**config.mk**
```make
export PLATFORM = sky130hd
export DESIGN_NAME = fhx_xfer
export DESIGN_NICKNAME = d
export VERILOG_FILES = /design/src/rtl/fhx_pkg.sv /design/src/rtl/fhx_decode.sv /design/src/rtl/fhx_regfile.sv /design/src/rtl/fhx_route.sv /design/src/rtl/fhx_xfer.sv
export SDC_FILE = /design/constraint.sdc
export NUM_CORES = 2
export LEC_CHECK = 0
export BUFFER_PORTS_ARGS = -buffer_cell sky130_fd_sc_hd__buf_2
export CAP_MARGIN = 30
export CORE_AREA = 2 2 446 448
export DETAILED_ROUTE_END_ITERATION = 16
export DIE_AREA = 0 0 448 450
export PLACE_DENSITY = 0.72
export SYNTH_ARGS = -nofsm -noshare
export SYNTH_HDL_FRONTEND = slang
export SYNTH_SLANG_ARGS = --single-unit
export TNS_END_PERCENT = 20
```
**constraint.sdc**
```tcl
create_clock -name clk -period 6.6 [get_ports clk]
set_input_delay 0.33 -clock clk [delete_from_list [all_inputs] [get_ports clk]]
set_output_delay 0.33 -clock clk [all_outputs]
set_load 0.02 [all_outputs]
```
**src/rtl/fhx_pkg.sv**
```systemverilog
package fhx_pkg;
  localparam logic [5:0]  OPC_FPU  = 6'b010001;
  localparam logic [4:0]  SUB_RDHI = 5'b00011;
  localparam logic [4:0]  SUB_WRHI = 5'b00111;
  localparam logic [31:0] MARK_RD  = 32'h0BADF00D;
  localparam logic [31:0] MARK_WR  = 32'hDEADC0DE;

  typedef enum logic [1:0] {
    OP_NONE = 2'd0,
    OP_RDHI = 2'd1,
    OP_WRHI = 2'd2
  } op_e;
endpackage

```
**src/rtl/fhx_decode.sv**
```systemverilog
module fhx_decode
  import fhx_pkg::*;
#(
  parameter int unsigned FS_W = 5
) (
  input  logic [31:0]     insn,
  output op_e             op,
  output logic [FS_W-1:0] fs
);
  logic base_ok;

  assign base_ok = (insn[31:26] == OPC_FPU) && (insn[10:0] == 11'd0);
  assign fs      = insn[11 +: FS_W];

  always_comb begin
    op = OP_NONE;
    if (base_ok) begin
      if (insn[25:21] == SUB_RDHI)      op = OP_RDHI;
      else if (insn[25:21] == SUB_WRHI) op = OP_WRHI;
    end
  end
endmodule

```
**src/rtl/fhx_regfile.sv**
```systemverilog
module fhx_regfile #(
  parameter int unsigned NREG = 32,
  parameter int unsigned HALF = 32,
  localparam int unsigned AW  = $clog2(NREG),
  localparam int unsigned DW  = 2 * HALF
) (
  input  logic            clk,
  input  logic            rst_n,
  input  logic [AW-1:0]   rd_addr,
  output logic [DW-1:0]   rd_data,
  input  logic [AW-1:0]   wr_addr,
  input  logic            wr_lo,
  input  logic            wr_hi,
  input  logic [HALF-1:0] wr_data
);
  logic [DW-1:0] mem [NREG];

  for (genvar g = 0; g < NREG; g++) begin : g_ent
    always_ff @(posedge clk) begin
      if (!rst_n) begin
        mem[g] <= '0;
      end else if (wr_addr == AW'(g)) begin
        if (wr_lo) mem[g][HALF-1:0]  <= wr_data;
        if (wr_hi) mem[g][DW-1:HALF] <= wr_data;
      end
    end
  end

  assign rd_data = mem[rd_addr];
endmodule

```
**src/rtl/fhx_route.sv**
```systemverilog
module fhx_route
  import fhx_pkg::*;
#(
  parameter int unsigned FS_W = 5,
  parameter int unsigned HALF = 32,
  localparam int unsigned DW  = 2 * HALF
) (
  input  op_e             op,
  input  logic [FS_W-1:0] fs,
  input  logic            wide,
  input  logic            usable,
  input  logic            fire,
  input  logic [HALF-1:0] gpr_lo,
  input  logic [DW-1:0]   rd_data,
  output logic [FS_W-1:0] rd_addr,
  output logic [FS_W-1:0] wr_addr,
  output logic            wr_lo,
  output logic            wr_hi,
  output logic [HALF-1:0] wr_data,
  output logic [DW-1:0]   nxt_data,
  output logic            nxt_warn,
  output logic            nxt_unusable
);
  logic [FS_W-1:0] partner;
  logic            lo_req, hi_req;

  assign partner = fs | FS_W'(1);

  function automatic logic [DW-1:0] sext(input logic [HALF-1:0] v);
    return {{HALF{v[HALF-1]}}, v};
  endfunction

  always_comb begin
    rd_addr      = fs;
    wr_addr      = fs;
    lo_req       = 1'b0;
    hi_req       = 1'b0;
    wr_data      = gpr_lo;
    nxt_data     = '0;
    nxt_warn     = 1'b0;
    nxt_unusable = 1'b0;
    if (op != OP_NONE && !usable) begin
      nxt_unusable = 1'b1;
    end else if (op == OP_RDHI) begin
      if (wide) begin
        nxt_data = sext(rd_data[DW-1:HALF]);
      end else if (!fs[0]) begin
        rd_addr  = partner;
        nxt_data = sext(rd_data[HALF-1:0]);
      end else begin
        nxt_data = sext(HALF'(MARK_RD));
        nxt_warn = 1'b1;
      end
    end else if (op == OP_WRHI) begin
      if (wide) begin
        hi_req = 1'b1;
      end else if (!fs[0]) begin
        wr_addr = partner;
        lo_req  = 1'b1;
      end else begin
        lo_req   = 1'b1;
        wr_data  = HALF'(MARK_WR);
        nxt_warn = 1'b1;
      end
    end
  end

  assign wr_lo = lo_req && fire;
  assign wr_hi = hi_req && fire;
endmodule

```
**src/rtl/fhx_xfer.sv**
```systemverilog
module fhx_xfer
  import fhx_pkg::*;
#(
  parameter int unsigned NREG = 32,
  parameter int unsigned HALF = 32,
  localparam int unsigned AW  = $clog2(NREG),
  localparam int unsigned DW  = 2 * HALF
) (
  input  logic          clk,
  input  logic          rst_n,
  input  logic          cmd_valid,
  output logic          cmd_ready,
  input  logic [31:0]   cmd_insn,
  input  logic [DW-1:0] cmd_gpr,
  input  logic          fpu_usable,
  input  logic          fpr_wide,
  output logic          res_valid,
  input  logic          res_ready,
  output logic [DW-1:0] res_data,
  output logic          res_warn,
  output logic          res_unusable
);
  op_e           op;
  logic [AW-1:0] fs, rd_addr, wr_addr;
  logic          wr_lo, wr_hi, fire;
  logic [HALF-1:0] wr_data;
  logic [DW-1:0] rd_data, nxt_data;
  logic          nxt_warn, nxt_unusable;

  assign cmd_ready = !res_valid || res_ready;
  assign fire      = cmd_valid && cmd_ready;

  fhx_decode #(.FS_W(AW)) u_dec (
    .insn (cmd_insn),
    .op   (op),
    .fs   (fs)
  );

  fhx_route #(.FS_W(AW), .HALF(HALF)) u_route (
    .op           (op),
    .fs           (fs),
    .wide         (fpr_wide),
    .usable       (fpu_usable),
    .fire         (fire),
    .gpr_lo       (cmd_gpr[HALF-1:0]),
    .rd_data      (rd_data),
    .rd_addr      (rd_addr),
    .wr_addr      (wr_addr),
    .wr_lo        (wr_lo),
    .wr_hi        (wr_hi),
    .wr_data      (wr_data),
    .nxt_data     (nxt_data),
    .nxt_warn     (nxt_warn),
    .nxt_unusable (nxt_unusable)
  );

  fhx_regfile #(.NREG(NREG), .HALF(HALF)) u_rf (
    .clk     (clk),
    .rst_n   (rst_n),
    .rd_addr (rd_addr),
    .rd_data (rd_data),
    .wr_addr (wr_addr),
    .wr_lo   (wr_lo),
    .wr_hi   (wr_hi),
    .wr_data (wr_data)
  );

  always_ff @(posedge clk) begin
    if (!rst_n) begin
      res_valid    <= 1'b0;
      res_data     <= '0;
      res_warn     <= 1'b0;
      res_unusable <= 1'b0;
    end else if (fire) begin
      res_valid    <= 1'b1;
      res_data     <= nxt_data;
      res_warn     <= nxt_warn;
      res_unusable <= nxt_unusable;
    end else if (res_ready) begin
      res_valid    <= 1'b0;
    end
  end
endmodule

```
After elaboration in Yosys (flattened, before gate mapping)

Memory sizes are Yosys's and may differ from the RTL's.
Index checks and enable logic that the tools add are counted.
W data, S select, Z words.

Equal/unequal tests: 36
Bitwise gates (word level): 64
Mux-type cells: 293
Reduce and logical (&&, ||, !) cells: 12

Operators with widths:

| operator             | count |
|---|---|
| $mux W32             | 69 |
| $mux W64             | 4 |
| $mux W1              | 217 |
| $eq A5 B5 Y1 const B | 16 |
| $or A1 B1 Y1         | 64 |
| $eq A5 B4 Y1 const B | 8 |
| $eq A5 B3 Y1 const B | 5 |
| $eq A5 B2 Y1 const B | 3 |
| $logic_not A11 Y1    | 1 |
| $eq A6 B5 Y1 const B | 1 |
| $mux W2              | 3 |
| $eq A5 B1 Y1 const B | 1 |
| $logic_and A1 B1 Y1  | 5 |
| $logic_not A5 Y1     | 1 |
| $reduce_bool A2 Y1   | 2 |
| $eq A2 B1 Y1 const B | 1 |
| $eq A2 B2 Y1 const B | 1 |
| $logic_not A1 Y1     | 2 |
| $logic_or A1 B1 Y1   | 1 |

Memories: 1
RAM bits: 2048
Register bits after elaboration: 67
Output and inout port bits: 68

Memory list:

| name     | depth | bits a word | read ports | clocked after Yosys merged registers in | wr ports | line              | RTL |
|---|---|---|---|---|---|---|---|
| u_rf.mem | 32    | 64          | 1          | 0                                       | 32       | fhx_regfile.sv:16 | `logic [DW-1:0] mem [NREG];` |

Longest topological paths before layout

Word-level depth: 14
Gate-level depth with buffers: 14
Depth with buffers taken out: 8

Modules after synthesis

Synthesis repeated with hierarchy kept, for this count alone.

Cell total of the unflattened synthesis: 6189
Area, all modules: 96811.6 sq um

By module, submodules not included:

| module      | area an instance (sq um) | instances | cells an instance |
|---|---|---|---|
| fhx_regfile | 92750.2                  | 1         | 5679 |
| fhx_xfer    | 2662.6                   | 1         | 292 |
| fhx_route   | 1291.2                   | 1         | 202 |
| fhx_decode  | 107.6                    | 1         | 16 |

Least setup slack after synthesis

Ideal clock, no wire load.

Path kind: input to register
From: in cmd_insn[12]
To: mem u_rf.mem[10][32] in the netlist's numbering, enable pin
Required time: 6134 ps
Stages: 8
Setup time: 466 ps
Arrival time: 4607 ps
Setup slack: 1527 ps
Cells stage by stage: clkbuf_1 -> clkbuf_1 -> buf_1 -> buf_1 -> buf_1 -> clkbuf_1 -> nand2_1 -> o21ai_0

RTL lines:

| item        | line              | RTL |
|---|---|---|
| from (decl) | fhx_xfer.sv:13    | `input logic [31:0] cmd_insn,` |
| to (decl)   | fhx_regfile.sv:16 |  |

Final worst setup path

From: in fpu_usable
To: reg res_data[9]

Word-level cells in the longest chain between the ends: 8

RTL lines:

| item                  | line            | RTL |
|---|---|---|
| from (decl)           | fhx_xfer.sv:15  | `input logic fpu_usable,` |
| $logic_not A1 Y1 *    | fhx_route.sv:42 | `if (op != OP_NONE && !usable) begin` |
| $logic_and A1 B1 Y1 * | fhx_route.sv:42 |  |
| $mux W1               | fhx_route.sv:42 |  |
| $mem_v2 Z32 W64       | --              |  |
| $mux W64              | fhx_route.sv:47 | `end else if (!fs[0]) begin` |
| $mux W64              | fhx_route.sv:45 | `if (wide) begin` |
| $mux W64              | fhx_route.sv:44 | `end else if (op == OP_RDHI) begin` |
| $mux W64 *            | fhx_route.sv:42 |  |
| to (signal assigned)  | fhx_xfer.sv:76  | `res_data <= nxt_data;` |
| to (decl)             | fhx_xfer.sv:19  | `output logic [DW-1:0] res_data,` |

Mark *: on every way between the ends. The rest lies on a longest branch, timed or not.
A chain may end at the register's enable or synchronous reset.

==> impl_results.md <==
- Synth-to-Final Area Change: 13.9%
- Synth cell count leaders: edfxtp_1 (2048), nor2_1 (1728), clkbuf_1 (434), nand2_1 (430), mux4_2 (274)
- Root Buffer: clkbuf_16
- Antenna viol nets, final: 0
- Power Dens Cells: 283 nW/um2
- CP required: 7.38 ns
- GR Util All Layers: 28.2%
- Non-Filler Instances: 9633
- CTS clk-pin slew, worst paths: 0.06 ns
- Worst-path cell chain: dlygate4sd3_1 > buf_2 > or3b_2 > nor4_4 > a21o_4 > buf_12 > buf_4 > mux4_2 > nor2_1 > o41ai_1 > o211ai_1 > o21ai_1
- CTS tree: built
- Synth Register Bits: 2083
- Clock power share: 38.3%
- Setup TNS: 0 ns
- Hold crit path type: primary input to flip-flop
- Fillers: 16151
- Synthesis warning total: 0
- Tightest Pin Transition: 1.11 ns
- Layout Nets: 6939
- Status: completed
- Global-route wire length before repair: 406000 um
- Sequential fraction of the synthesis area: 70.5%
- Layout cells sized above 1: 16.6%
- Largest net degree at the start of global routing: 115
- Register share of total power: 53.9%
- Comb pwr share: 7.7%
- Synthesized area per cell: 13.9 um2
- Leak pwr: 36.8 nW
- Predominant post-synthesis flop cell: edfxtp_1
- Achievable Freq: 0.225 GHz
- Slowest-stage cell, CP: o41ai_1
- Final Hold Fails: 0
- Slew HR: 25.9%
- Row count: 163
- Placed instance count: 9262
- TritonCTS buffer count: 198
- Number of global-route vias before repair: 57109
- Post-synth top area cell: edfxtp_1
- Switching share of power: 23.5%
- Tot Pwr: 0.0284 W
- Core area: 197000 um2
- Drt via density: 6.13
- Pint: 0.0217 W
- Post-Route Hold Slack: 0.129 ns
- RSZ-0062 raised after global routing: no
- DR vias: 59042
- Design Area, Final: 100000 um2
- Worst-Skew Late Latency: 0.86 ns
- Initial antenna violation count: 12
- Clock Sinks: 2083
- Peak VDD IR: 0.284 mV
- Final Max Tran Viols: 0
- Die Width: 448 um
- Initial DRC Count: 10021
- Period utilization: 67.2%
- Setup CP Type: primary input to flip-flop
- Die area: 202000 um2
- Synth area leaders: edfxtp_1 (70%), nor2_1 (7.4%), mux4_2 (7.0%)
- Arrival time at the worst endpoint: 5.21 ns
- Synthesized instance count: 6362
- HPWL after DPL: 169000 um
- Most common cell in the netlist: edfxtp_1
- Drt total wl: 288000 um
- Vert. Die Dim: 450 um
- Initial Util: 44.9%
- Synthesized area: 88200 um2
- Post-synth EDFFs: 2048
- Crit path buf inv count: 4
- Endpoint class of the critical path: flip-flop
- CP delay by family, top: compound AO/OA/AOI/OAI gates
- # setup viols final: 0
- H-Tree Level Count: 4
- CP startpoint kind: primary input
- Worst Skew: 0.0311 ns
- Clock period minus worst slack: 4.44 ns
- DR pass1 iterations: 6
- Maxcap violations: 0
- DR WL/cell: 29.9 um
- Final GP Congestion: 0.931
- Post-synth top area share: 69.7%
- Drt drc: 0
- CTS max path bufs: 3
- Synth async-reset ratio: 0%
- Psw: 0.00668 W
- Max incr delay on CP: 0.85 ns
- # port buffers: 132
- Overflow after GRT: 0
- Critical-path maximum fanout: 44
- Placed cell areas: 94300 um2
- I/O pin count: 170
- Distinct cells, synth: 78
- Setup repair bufs after CTS: 0
==> registers in the layout, indices dropped and copies added (netlist names) <==
signal	flops
u_rf.mem	2048
res_data	32
res_unusable	1
res_valid	1
res_warn	1
==> worst min-delay path, delay by kind of cell <==
family                 cells  cell delay (ns)
and+or+nand+nor            4             0.47
buffers and inverters      1             0.08
AOI/OAI and AO/OA          1             0.06
==> cell families after synthesis <==
logic type | count (synthesis) | synth area share (%)
and+or+nand+nor | 2495 | 11.4
DFF | 2083 | 70.5
AOI/OAI and AO/OA | 690 | 5.53
buffers and inverters | 647 | 3.49
muxes | 446 | 9.11
other | 1 | 0.00425
==> layout make-up <==
cell class	instances	area [um2]	area share, %
Tap cell	2640	3300	3.29
Inverter	28	110	0.110
Timing Repair Buffer	383	3060	3.04
Multi-Input combinational cell	4143	25800	25.7
Sequential cell	2083	62200	61.9
Clock inverter	90	667	0.664
Clock buffer	262	5340	5.32
Antenna cell	4	10.0	0.00996
==> layer usage <==
metal  wire length (um)  GRT usage [%]  vias to the layer above  part of all wire, %
met5                 69              0                        -                0.024
met4              22000           18.3                       12                  7.7
met3              41100           7.61                      951                   14
met2             128000           42.2                     4837                   45
met1              96200           36.3                    29360                   33
li1                   -              -                    23882                    -
==> cell usage in the layout (no fill, tap or decap), types with 14 or more instances in the layout <==
cell       netlist  routed
buf_12          13      28
clkinv_1         0      36
buf_4           54     202
and3_1          19      19
nand2_1        430     380
o21ai_4          0      48
a21oi_1        148     147
a221oi_1        75      75
edfxtp_1      2048    2048
nand2_2          0      50
a211oi_1        35      35
a21o_1          42      42
o21ai_0         91      43
nand3_1        150     150
nor3_1          47      47
a31oi_1         32      32
mux2i_1         77      77
clkbuf_1       434      56
nor2_1        1728    1705
mux2_2          85      85
o22ai_1         64      64
nor2_4           0      21
clkinv_2         0      34
a2111oi_0       20      17
o2bb2ai_1       24      24
nand4_1         28      28
inv_1           27      22
nor4_1          31      22
dfxtp_1         35      35
conb_1           1     512
buf_2           36     132
mux4_2         274     274
o211ai_1        25      25
a221o_1         14      14
o221ai_1        16      16
clkbuf_16        0     204
==> final timing paths <==
| check | slack, ns | depth (start not counted) | end | start |
|---|---|---|---|---|
| setup reg to reg | 3.15 | 7 | u_rf.mem[0][45] | res_valid |
| hold / removal | 0.13 | 6 | res_warn | cmd_insn[6] |
| setup / recovery | 2.16 | 12 | res_data[9] | fpu_usable |
| hold reg to reg | 0.45 | 2 | res_unusable | res_unusable |
==> repair_timing <==
| item | 4_1_cts | 5_1_grt |
|---|---|---|
| endpoints found under the hold margin | 3 | 0 |
| gates resized for setup | 0 | 0 |
| hold buffers | 5 | 0 |
==> stage by stage <==
stage | utilization (%) | setup slack [ns]
detailed placement | 48.0 | 1.63
global route | 51.1 | 2.21
floorplan | - | 1.53
finish | 51.1 | 2.16
global placement | 47.7 | 1.92
CTS | 51.1 | 2.46
==> power groups by stage <==
| stage | logic (W) | clock network [W] | registers [W] |
|---|---|---|---|
| after detailed placement | 0.00210 | 0 | 0.0156 |
| after floorplan | 0.00120 | 0 | 0.0155 |
| after global routing | 0.00225 | 0.0114 | 0.0153 |
| after CTS | 0.00212 | 0.0109 | 0.0153 |
| final | 0.00220 | 0.0109 | 0.0153 |
| after global placement | 0.00206 | 0 | 0.0155 |
(Power assumes the default switching activity.)
